[src/rtl/cond_eval_pkg.sv]
// Package: condition codes and shared types for the condition evaluator.
package cond_eval_pkg;
    localparam int CODE_W = 5;
    localparam int IDX_W  = 5;

    typedef enum logic [CODE_W-1:0] {
        C_NOP        = 5'd0,
        C_BR_EQ      = 5'd1,
        C_BR_NE      = 5'd2,
        C_BR_GEZ     = 5'd3,
        C_BR_GTZ     = 5'd4,
        C_BR_LEZ     = 5'd5,
        C_BR_LTZ     = 5'd6,
        C_BR_GEZ_LNK = 5'd7,
        C_BR_LTZ_LNK = 5'd8,
        C_JR_LNK     = 5'd9,
        C_TR_EQ      = 5'd10,
        C_TR_NE      = 5'd11,
        C_TR_GE      = 5'd12,
        C_TR_GEU     = 5'd13,
        C_TR_LT      = 5'd14,
        C_TR_LTU     = 5'd15,
        C_TI_EQ      = 5'd16,
        C_TI_NE      = 5'd17,
        C_TI_GE      = 5'd18,
        C_TI_GEU     = 5'd19,
        C_TI_LT      = 5'd20,
        C_TI_LTU     = 5'd21,
        C_MOV_NZ     = 5'd22,
        C_MOV_Z      = 5'd23
    } cond_code_e;

    // Second operand of the shared comparator
    typedef enum logic [1:0] { OPB_REG, OPB_ZERO, OPB_IMM } opb_sel_e;

    // Relation the decoded instruction asks of the comparator
    typedef enum logic [2:0] { REL_EQ, REL_NE, REL_GE, REL_GT, REL_LE, REL_LT, REL_TRUE } rel_e;

    // Instruction family
    typedef enum logic [2:0] { K_NONE, K_BRANCH, K_JUMP, K_TRAP, K_MOVE } kind_e;

    typedef struct packed {
        kind_e    kind;
        opb_sel_e opb;
        rel_e     rel;
        logic     uns;
        logic     link31;
        logic     link_rd;
    } dec_t;
endpackage

[src/rtl/cond_decode.sv]
// Module: cond_decode
// Turns a condition code into comparator controls and an instruction family.
// Assumes undefined codes decode to K_NONE so that no flag is raised.
module cond_decode
    import cond_eval_pkg::*;
(
    input  logic [CODE_W-1:0] code,
    output dec_t              dec
);
    // Decode table: family, operand select, relation, signedness, link kind
    always_comb begin
        dec = '{kind: K_NONE, opb: OPB_REG, rel: REL_TRUE, uns: 1'b0,
                link31: 1'b0, link_rd: 1'b0};
        case (code)
            C_BR_EQ:      begin dec.kind = K_BRANCH; dec.rel = REL_EQ; end
            C_BR_NE:      begin dec.kind = K_BRANCH; dec.rel = REL_NE; end
            C_BR_GEZ:     begin dec.kind = K_BRANCH; dec.opb = OPB_ZERO; dec.rel = REL_GE; end
            C_BR_GTZ:     begin dec.kind = K_BRANCH; dec.opb = OPB_ZERO; dec.rel = REL_GT; end
            C_BR_LEZ:     begin dec.kind = K_BRANCH; dec.opb = OPB_ZERO; dec.rel = REL_LE; end
            C_BR_LTZ:     begin dec.kind = K_BRANCH; dec.opb = OPB_ZERO; dec.rel = REL_LT; end
            C_BR_GEZ_LNK: begin dec.kind = K_BRANCH; dec.opb = OPB_ZERO; dec.rel = REL_GE; dec.link31 = 1'b1; end
            C_BR_LTZ_LNK: begin dec.kind = K_BRANCH; dec.opb = OPB_ZERO; dec.rel = REL_LT; dec.link31 = 1'b1; end
            C_JR_LNK:     begin dec.kind = K_JUMP;   dec.rel = REL_TRUE; dec.link_rd = 1'b1; end
            C_TR_EQ:      begin dec.kind = K_TRAP; dec.rel = REL_EQ; end
            C_TR_NE:      begin dec.kind = K_TRAP; dec.rel = REL_NE; end
            C_TR_GE:      begin dec.kind = K_TRAP; dec.rel = REL_GE; end
            C_TR_GEU:     begin dec.kind = K_TRAP; dec.rel = REL_GE; dec.uns = 1'b1; end
            C_TR_LT:      begin dec.kind = K_TRAP; dec.rel = REL_LT; end
            C_TR_LTU:     begin dec.kind = K_TRAP; dec.rel = REL_LT; dec.uns = 1'b1; end
            C_TI_EQ:      begin dec.kind = K_TRAP; dec.opb = OPB_IMM; dec.rel = REL_EQ; end
            C_TI_NE:      begin dec.kind = K_TRAP; dec.opb = OPB_IMM; dec.rel = REL_NE; end
            C_TI_GE:      begin dec.kind = K_TRAP; dec.opb = OPB_IMM; dec.rel = REL_GE; end
            C_TI_GEU:     begin dec.kind = K_TRAP; dec.opb = OPB_IMM; dec.rel = REL_GE; dec.uns = 1'b1; end
            C_TI_LT:      begin dec.kind = K_TRAP; dec.opb = OPB_IMM; dec.rel = REL_LT; end
            C_TI_LTU:     begin dec.kind = K_TRAP; dec.opb = OPB_IMM; dec.rel = REL_LT; dec.uns = 1'b1; end
            // Conditional moves test src_b against zero; src_b is steered into the A side
            C_MOV_NZ:     begin dec.kind = K_MOVE; dec.opb = OPB_ZERO; dec.rel = REL_NE; end
            C_MOV_Z:      begin dec.kind = K_MOVE; dec.opb = OPB_ZERO; dec.rel = REL_EQ; end
            default:      ;
        endcase
    end
endmodule

[src/rtl/cond_compare.sv]
// Module: cond_compare
// One shared comparator: a single subtract gives equal, signed-less and unsigned-less.
// Assumes both operands are WIDTH bits; the immediate arrives already sign-extended.
module cond_compare #(
    parameter int WIDTH = 64
) (
    input  logic [WIDTH-1:0] op_a,
    input  logic [WIDTH-1:0] op_b,
    output logic             eq,
    output logic             lt_s,
    output logic             lt_u
);
    localparam int EXT_W = WIDTH + 1;

    logic [EXT_W-1:0] diff;

    // Subtract with an extra bit so the borrow gives unsigned ordering
    always_comb begin
        diff = {1'b0, op_a} - {1'b0, op_b};
        eq   = (op_a == op_b);
        lt_u = diff[WIDTH];
        // Signed: differing signs decide directly, otherwise the unsigned borrow decides
        lt_s = (op_a[WIDTH-1] != op_b[WIDTH-1]) ? op_a[WIDTH-1] : diff[WIDTH];
    end
endmodule

[src/rtl/cond_eval.sv]
// Module: cond_eval (top)
// Registered condition evaluator for branches, traps, conditional moves and links.
// Assumes decoded codes from cond_eval_pkg; outputs follow the strobed inputs by one cycle.
module cond_eval
    import cond_eval_pkg::*;
#(
    parameter int WIDTH    = 64,
    parameter int LINK_REG = 31
) (
    input  logic                 clk,
    input  logic                 rst_n,
    input  logic                 in_valid,
    input  logic [CODE_W-1:0]    code,
    input  logic                 likely,
    input  logic [WIDTH-1:0]     src_a,
    input  logic [WIDTH-1:0]     src_b,
    input  logic [WIDTH-1:0]     imm,
    input  logic [IDX_W-1:0]     dest_idx,
    output logic                 out_valid,
    output logic                 taken,
    output logic                 trap_req,
    output logic                 move_en,
    output logic                 annul,
    output logic                 link_en,
    output logic [IDX_W-1:0]     link_idx
);
    localparam logic [IDX_W-1:0] LINK_DEF = IDX_W'(LINK_REG);

    dec_t             dec;
    logic [WIDTH-1:0] cmp_a, cmp_b;
    logic             eq, lt_s, lt_u, lt, hold;
    logic             n_taken, n_trap, n_move, n_annul, n_link;
    logic [IDX_W-1:0] n_idx;

    cond_decode u_dec (.code(code), .dec(dec));

    // Operand steering into the single comparator
    always_comb begin
        cmp_a = (dec.kind == K_MOVE) ? src_b : src_a;
        case (dec.opb)
            OPB_ZERO: cmp_b = '0;
            OPB_IMM:  cmp_b = imm;
            default:  cmp_b = src_b;
        endcase
    end

    cond_compare #(.WIDTH(WIDTH)) u_cmp (
        .op_a(cmp_a), .op_b(cmp_b), .eq(eq), .lt_s(lt_s), .lt_u(lt_u)
    );

    // Relation resolution from the three comparator results
    always_comb begin
        lt = dec.uns ? lt_u : lt_s;
        case (dec.rel)
            REL_EQ:  hold = eq;
            REL_NE:  hold = !eq;
            REL_GE:  hold = !lt;
            REL_GT:  hold = !lt && !eq;
            REL_LE:  hold = lt || eq;
            REL_LT:  hold = lt;
            default: hold = 1'b1;
        endcase
    end

    // Flag formation per family, gated by the valid strobe
    always_comb begin
        n_taken = in_valid && (((dec.kind == K_BRANCH) && hold) || (dec.kind == K_JUMP));
        n_trap  = in_valid && (dec.kind == K_TRAP) && hold;
        n_move  = in_valid && (dec.kind == K_MOVE) && hold;
        n_annul = in_valid && (dec.kind == K_BRANCH) && likely && !hold;
        n_link  = in_valid && (dec.link31 || dec.link_rd);
        n_idx   = '0;
        if (n_link)
            n_idx = (dec.link_rd && dest_idx != '0) ? dest_idx : LINK_DEF;
    end

    // Output register stage with synchronous active-low reset
    always_ff @(posedge clk) begin
        if (!rst_n) begin
            out_valid <= 1'b0;
            taken     <= 1'b0;
            trap_req  <= 1'b0;
            move_en   <= 1'b0;
            annul     <= 1'b0;
            link_en   <= 1'b0;
            link_idx  <= '0;
        end else begin
            out_valid <= in_valid;
            taken     <= n_taken;
            trap_req  <= n_trap;
            move_en   <= n_move;
            annul     <= n_annul;
            link_en   <= n_link;
            link_idx  <= n_idx;
        end
    end
endmodule

[config.mk]
export PLATFORM = sky130hd
export DESIGN_NAME = cond_eval
export DESIGN_NICKNAME = d
export VERILOG_FILES = /design/src/rtl/cond_eval_pkg.sv /design/src/rtl/cond_decode.sv /design/src/rtl/cond_compare.sv /design/src/rtl/cond_eval.sv
export SDC_FILE = /design/constraint.sdc
export NUM_CORES = 1
export LEC_CHECK = 0
export CAP_MARGIN = 20
export CORE_UTILIZATION = 40
export DETAILED_ROUTE_END_ITERATION = 10
export PLACE_DENSITY = 0.83
export SYNTH_ARGS = -nofsm -noshare
export SYNTH_HDL_FRONTEND = slang
export SYNTH_HIERARCHICAL = 1
export SYNTH_SLANG_ARGS = --single-unit
[constraint.sdc]
create_clock -name clk -period 5.4 [get_ports clk]
set_input_delay 0.54 -clock clk [delete_from_list [all_inputs] [get_ports clk]]
set_output_delay 0.54 -clock clk [all_outputs]
set_load 0.01 [all_outputs]
# [Yosys cells after proc, flatten, opt, wreduce, memory -nomap -nowiden]
# Index checks and enable logic that the tools add are counted.
[classes] n_shift=0 addsub=1 div=0 reduce_logical=32 bitwise=0 mux=12 mul=0 order_cmp=0 eq_ne=36
[ops] cell="case mux 64 bit (2 select lines)" n=1
[ops] cell="subtractor 64 x 64 -> 65 bit" n=1
[ops] cell="== test 64 bit" n=1
[ops] cell="2-to-1 mux 64 bit" n=1
[ops] cell="== test 5 x 4 -> 1 bit, second input constant" n=8
[ops] cell="== test 5 bit, second input constant" n=8
[ops] cell="== test 5 x 3 -> 1 bit, second input constant" n=4
[ops] cell="case mux 3 bit (6 select lines)" n=1
[ops] cell="OR reduction 6 bit" n=3
[ops] cell="OR reduction 8 bit" n=2
[ops] cell="== test 3 x 2 -> 1 bit, second input constant" n=4
[ops] cell="logical AND 1 bit" n=12
[ops] cell="case mux 3 bit (4 select lines)" n=1
[ops] cell="OR reduction 12 bit" n=1
[ops] cell="OR reduction 4 bit" n=3
[ops] cell="== test 5 x 2 -> 1 bit, second input constant" n=2
[ops] cell="== test 3 bit, second input constant" n=3
[ops] cell="== test 3 x 1 -> 1 bit, second input constant" n=2
[ops] cell="case mux 1 bit (6 select lines)" n=1
[ops] cell="== test 5 x 1 -> 1 bit, second input constant" n=1
[ops] cell="2-to-1 mux 1 bit" n=5
[ops] cell="2-to-1 mux 5 bit" n=1
[ops] cell="nonzero test 5 bit" n=1
[ops] cell="case mux 2 bit (2 select lines)" n=1
[ops] cell="other kinds (8)" n=13
[totals] inputBits=206 ff_bits=11 rom_bits=0 latchBits=0 mem_count=0 ramBits=0 word_cells=88 output_inout_bits=11

# [Logic depth before layout (Yosys ltp)]
# Gate-level depths: netlist of the first run.
[logic_depth] ltp_word=14 depth_mapped=22 mapped_depth_nobuf=19

# [By module]
# The synthesis of the first run kept the hierarchy.
[modules_own_cells] module="cond_eval" instances=1 seq_area_each_um2=220.2 area_per_inst_um2=1835.5 cells_each=195
[modules_own_cells] module="cond_compare" instances=1 seq_area_each_um2=0.0 area_per_inst_um2=1667.8 cells_each=234
[modules_own_cells] module="cond_decode" instances=1 seq_area_each_um2=0.0 area_per_inst_um2=265.3 cells_each=45

# [Worst setup path before layout of the first run]
# Ideal clock, no wire load.
[synth_timing] path_type="input port to flip-flop" start="input code[2]" end="register trap_req" required_ps=5327 t_arrival_ps=4682 slack_ps=645 n_path_buf=3 path_stages=22 setup_ps=73 cell_sequence="buf_2 > and2_1 > a311oi_1 > o22ai_1 > inv_1 > ha_1 > nor2b_1 > clkbuf_1 > clkbuf_1 > a22o_1 > inv_1 > ha_1 > nand4_2 > nor4_4 > nand4_1 > a31oi_1 > nor4_2 > mux2_4 > mux2i_1 > nor3b_1 > or4_4 > nor3_2"
[synth_rtl] item="from (decl)" line="cond_eval.sv:13" text="input logic [CODE_W-1:0] code,"
[synth_rtl] item="to (signal assigned)" line="cond_eval.sv:90" text="trap_req <= n_trap;"
[synth_rtl] item="to (decl)" line="cond_eval.sv:21" text="output logic trap_req,"

==> results of run 1 <==
## state kept, by name (all words and copies together) (netlist names)
signal,count
link_idx,5
annul,1
move_en,1
out_valid,1
link_en,1
taken,1
trap_req,1
## routing by layer
metal  wire [um]  global-route usage
met1        5014              0.2517
met2        6576              0.4852
met3         692             0.02624
met4         295             0.07240
met5           0                   0
## power by group
part | internal (uW) | switching [uW] | total [uW] | leakage (uW)
Clock | 51.6 | 28.3 | 79.9 | 0.0000228
Sequential | 83.7 | 0.646 | 84.3 | 0.0000892
Combinational | 306 | 223 | 529 | 0.00250
## metrics by stage
step | cell area (um2) | utilization | TNS, ps | hold slack (ps) | instances
6_report | 6216 | 0.6759 | 0 | 898.3 | 798
5_1_grt | 6216 | 0.6759 | -101.6 | 911.4 | 798
4_1_cts | 6160 | 0.6698 | 0 | 889.9 | 796
3_5_place_dp | 6115 | 0.6649 | -109.3 | 1135 | 792
3_3_place_gp | 6115 | 0.6649 | 0 | 1139 | 792
2_1_floorplan | 3769 | - | 0 | 664.1 | 474
## area by class of cell
type | instances | area (um2)
clock buffers | 4 | 45.04
fillers | 735 | 2980
inverters | 74 | 277.8
multi-input cells | 363 | 3188
flip-flops and latches | 11 | 220.2
well taps | 111 | 138.9
repair buffers | 235 | 2346
## what timing repair did
action / 4_1_cts / 5_1_grt
resized for setup: 0 / 6
buffers inserted: 0 / 0
setup endpoints to repair: 0 / 4
hold buffers: 0 / 0
## worst max path at each step
stage / from / end / cells past startpoint
2_1_floorplan: code[2] / trap_req$_SDFF_PN0_ / 22
3_3_place_gp: code[2] / trap_req$_SDFF_PN0_ / 20
3_5_place_dp: code[2] / trap_req$_SDFF_PN0_ / 20
4_1_cts: code[2] / trap_req$_SDFF_PN0_ / 20
5_1_grt: code[3] / trap_req$_SDFF_PN0_ / 19
6_report: code[3] / trap_req$_SDFF_PN0_ / 19
## critical path: stages
cell and delay, ps:
clkdlybuf4s50_1 500, buf_4 190, a21oi_1 110, o31a_1 310, nor3b_4 360, clkbuf_16 270, buf_4 160, mux2_1 340
ha_1 330, nand4_1 160, nor4_2 330, nand4_1 160, a31oi_1 220, nor4_2 90, mux2_4 260, mux2i_1 210
nor3b_1 120, or4_4 580, nor3_2 160
## layout by cell type (no fill, tap or decap), types with 2 or more instances in the layout
| master | n |
|---|---|
| clkdlybuf4s50_1 | 216 |
| inv_1 | 73 |
| ha_1 | 64 |
| a22o_1 | 63 |
| mux2_1 | 49 |
| a21oi_1 | 31 |
| nand2_1 | 24 |
| mux2_2 | 15 |
| buf_4 | 14 |
| nand4_1 | 12 |
| dfxtp_1 | 11 |
| o21ai_0 | 9 |
| nor2_1 | 9 |
| nand3_1 | 9 |
| o21a_1 | 6 |
| nor3_1 | 6 |
| or4_1 | 5 |
| o21ai_1 | 5 |
| a221oi_1 | 4 |
| nor2b_1 | 4 |
| nor4_2 | 3 |
| and3_1 | 3 |
| clkbuf_8 | 3 |
| buf_6 | 3 |
| nand4_2 | 3 |
| nor3b_1 | 2 |
| nor4b_2 | 2 |
| o211ai_1 | 2 |
| o22ai_1 | 2 |
| o31ai_1 | 2 |
| a21boi_1 | 2 |
| a2bb2oi_1 | 2 |
## cells by family after synthesis
group	after synthesis	share of synthesized area
AOI/OAI and AO/OA	139	0.2732
adders and majority gates	65	0.2158
buffers and inverters	100	0.1062
DFF	11	0.05843
muxes	66	0.1979
and+or+nand+nor	93	0.1484
==> flow_summary.toml, run 1 <==
[status]
status = "finished clean"

[grt]
grt_overflow = 0
track_usage = 0.2380
antenna_found_initial = 0
grt_pass1_vias = 4426
grt_max_degree = 55
grt_pass1_wl_um = 19310

[timing]
period_share = 0.9658
timing_hold_violations_final = 0
fmax_ghz = 0.1917
worst_slew_pin_slew_ps = 674.8
slew_viol_final = 0
period_minus_slack_ps = 5215
setup_slack_ps = 184.7
setup_viol = 0
slew-limit-headroom = 0.5463

[setup_path]
cp-start-kind = "input port"
required_ps = 5570
crit_path_end_kind = "flop"
cp_max_fo = 14
crit_type = "in2reg"
worstPathArrival_ps = 5380

[synth]
syn_nets = 745
synth_area_leaders = "ha_1 22%, a22o_1 15%, mux2_1 15%, inv_1 7.3%, dfxtp_1 5.8%"
synth-main-ff-cell = "dfxtp_1"
synthCells = 474
seq_area_frac_synth = 0.05843
synth-edff-count = 0
yosys_warnings = 6
synthArstFlopShare = 0
synth.distinct_cells = 57
synthesis.area_mm2 = 0.003769
synth_top_area_frac = 0.2158
avgSynthCellArea_um2 = 7.951
synth_top_area_cell = "ha_1"
synth_common_cells = "73 x inv_1, 65 x ha_1, 63 x a22o_1, 49 x mux2_1, 31 x a21oi_1"
ys_ff_latch = 11
yosysMostFrequentCell = "inv_1"

[min_path]
holdPathEnd = "annul$_SDFF_PN0_"
whs_path_depth = 2
hp-start = "likely"
worstHoldPathType = "in2reg"

[power_and_ir_drop]
ir_worst_vdd_uv = 51.86
total_power_uw = 693.4
p_leak_uw = 0.002617
power_density_mw_per_mm2 = 111.5

[clocking]
cts_sinks = 11
cts-root-buf = "clkbuf_8"
cts_buffers = 3
cts_tree = "built"
cts_buffer_depth = 2
cts_max_level = 1
path_clk_slew_ps = 40

[routing]
dr.first_iter.drc_count = 98
drt_wl_total_um = 12580
vias = 4406
wire_per_inst_um = 15.76
dr.pass1.iters = 4
ant_nets = 0
post-route-drc-count = 0
via_per_inst = 5.521

[die]
initial_core_util = 0.4098
die_h_um = 99.07
num_rows = 35
die_w_um = 99.07
die_area_mm2 = 0.009814
ioPinCount = 217
fp.coreArea_mm2 = 0.009196

[final_layout]
syn_to_final_growth_pct = 64.94
diodes = 0
nets = 959
drive_above_1_share = 0.08151

[placed_design]
pre_cts_ws_ps = -67.64
dp_hpwl_um = 10310
port-buffer-count = 216
gp_congestion = 0.8661

[flow_run]
timing.max_cap.violations = 0
(Power assumes the default switching activity.)
==> inputs of run 2 (changes only) <==
Settings changed: ABC_AREA set to 1, CORE_UTILIZATION 40 to 43.
==> flow_summary.toml, run 2 <==
[min_path]
worstHoldPathType = "in2reg"
whs_path_depth = 3

[setup_path]
startpoint = "code[4]"
worstSetupEndpoint = "trap_req$_SDFF_PN0_"
crit_path_end_kind = "flop"
crit_type = "in2reg"
cp-start-kind = "input port"
cp_max_fo = 34
required_ps = 5550
worstPathArrival_ps = 4820

[timing]
setup_slack_ps = 725.3
rsz0062_at_grt = "false"
final.setup.tns_ps = 0
period_share = 0.8657
timing_hold_violations_final = 0
period_minus_slack_ps = 4675
fmax_ghz = 0.2139
worst_slew_pin_slew_ps = 444.9
slew_viol_final = 0
setup_viol = 0
slew-limit-headroom = 0.7003

[clocking]
cts_buffer_depth = 2
cts_tree = "built"
cts-root-buf = "clkbuf_8"
path_clk_slew_ps = 50
ctsResizeCount = 0
hold_buffers = 0
cts_max_level = 1
postCtsSetupBuffers = 0
cts_buffers = 3
cts_sinks = 11

[synth]
synth_top_area_cell = "ha_1"
synthCells = 781
synthArstFlopShare = 0
ys_ff_latch = 11
synth-edff-count = 0
avgSynthCellArea_um2 = 5.723
yosys_warnings = 6
seq_area_frac_synth = 0.04927
synth.distinct_cells = 32
synth_common_cells = "167 x inv_1, 161 x nand2_1, 90 x nand3_1, 78 x o21ai_0, 65 x ha_1"
synth_area_leaders = "ha_1 18%, inv_1 14%, nand2_1 14%, nand3_1 10%, o21ai_2 9.8%"
syn_nets = 1052
synth_top_area_frac = 0.1820
yosysMostFrequentCell = "inv_1"
synth-main-ff-cell = "dfxtp_1"
synthesis.area_mm2 = 0.004469

[power_and_ir_drop]
power_density_mw_per_mm2 = 114.0
p_leak_uw = 0.003348
ir_worst_vdd_uv = 65.76

[grt]
grt_overflow = 0
grt_max_degree = 52
grt_pass1_wl_um = 21660
grt_pass1_vias = 4963
track_usage = 0.2340
antenna_found_initial = 0

[routing]
dr.first_iter.drc_count = 187
dr.pass1.iters = 4
vias = 5345
via_per_inst = 4.833
drt_wl_total_um = 12690
ant_nets = 0
post-route-drc-count = 0
wire_per_inst_um = 11.47

[final_layout]
drive_above_1_share = 0.08736
nets = 1245
largest_reg_flops = 5
diodes = 0
syn_to_final_growth_pct = 49.58
layout_commonest_cell = "clkdlybuf4s50_1"
regMostFlops = "link_idx"
final_cell_mix = "216 x clkdlybuf4s50_1, 166 x inv_1, 161 x nand2_1, 90 x nand3_1, 78 x o21ai_0"
fillers = 945

[status]
status = "finished clean"

[placed_design]
gp_congestion = 0.9173
dp_hpwl_um = 10580
pre_cts_ws_ps = 476.4
port-buffer-count = 216

[flow_run]
timing.max_cap.violations = 0

[die]
fp.coreArea_mm2 = 0.009910
initial_core_util = 0.4510
num_rows = 36
die_area_mm2 = 0.01081
ioPinCount = 217
die_w_um = 104.0
die_h_um = 104.0
-- run 2: metal layers --
metal	share of wire	vias to the layer above	track usage
met5	0	-	0
met4	0.026	0	0.06531
met3	0.051	21	0.01880
met2	0.47	167	0.4348
met1	0.45	2253	0.2856
li1	-	2904	-
-- run 2: critical path, stage by stage --
cell	delay (ps)
clkdlybuf4s50_1	570
inv_2	210
nand2_1	90
nor2_1	140
nand2_1	100
nand2_1	110
nor2_1	50
nand2_1	60
inv_1	40
ha_2	310
clkinv_2	310
buf_4	370
o21ai_0	220
inv_1	70
ha_1	290
nand2_1	70
nor2_1	100
nand2_1	90
nor2_1	160
nand4_1	100
nor3_1	230
nand2_1	120
nand2_1	80
nand2_1	50
nand2_1	80
nand2_1	90
nor3_1	160
-- run 2: cell families after synthesis --
group	count (synthesis)	synth area share
simple gates	312	0.3063
buf+inv	211	0.2105
compound gates	182	0.2520
fa+ha+maj	65	0.1820
flops	11	0.04927
-- run 2: area by class of cell --
type / count / area [um2] / share of cell area
inverters: 173 / 650.6 / 0.09732
multi-input cells: 559 / 3316 / 0.4960
clock buffers: 4 / 45.04 / 0.006738
well taps: 133 / 166.4 / 0.02489
flip-flops and latches: 11 / 220.2 / 0.03294
repair buffers: 226 / 2287 / 0.3421
-- run 2: power breakdown --
| group | switching (uW) | internal (uW) |
|---|---|---|
| logic | 295 | 302 |
| clock network | 29.4 | 51.7 |
| registers | 0.575 | 83.6 |
-- run 2: worst min path at each step --
stage	start	to	slack [ps]
after global routing	likely	annul$_SDFF_PN0_	920
after floorplan	dest_idx[0]	link_idx[0]$_SDFF_PN0_	680
after CTS	likely	annul$_SDFF_PN0_	890
final	likely	annul$_SDFF_PN0_	900
after detailed placement	likely	annul$_SDFF_PN0_	1130
after global placement	likely	annul$_SDFF_PN0_	1130
-- run 2: stage by stage --
stage / util / instances / total power, uW / hold slack, ps / cell area (um2)
floorplan: - / 781 / 458.2 / 675.3 / 4469
finish: 0.6746 / 1106 / 762.2 / 899.3 / 6685
CTS: 0.6746 / 1106 / 767.8 / 889.1 / 6685
global route: 0.6746 / 1106 / 855.4 / 923.4 / 6685
detailed placement: 0.6701 / 1102 / 683.1 / 1132 / 6640
global placement: 0.6701 / 1102 / 674.2 / 1131 / 6640
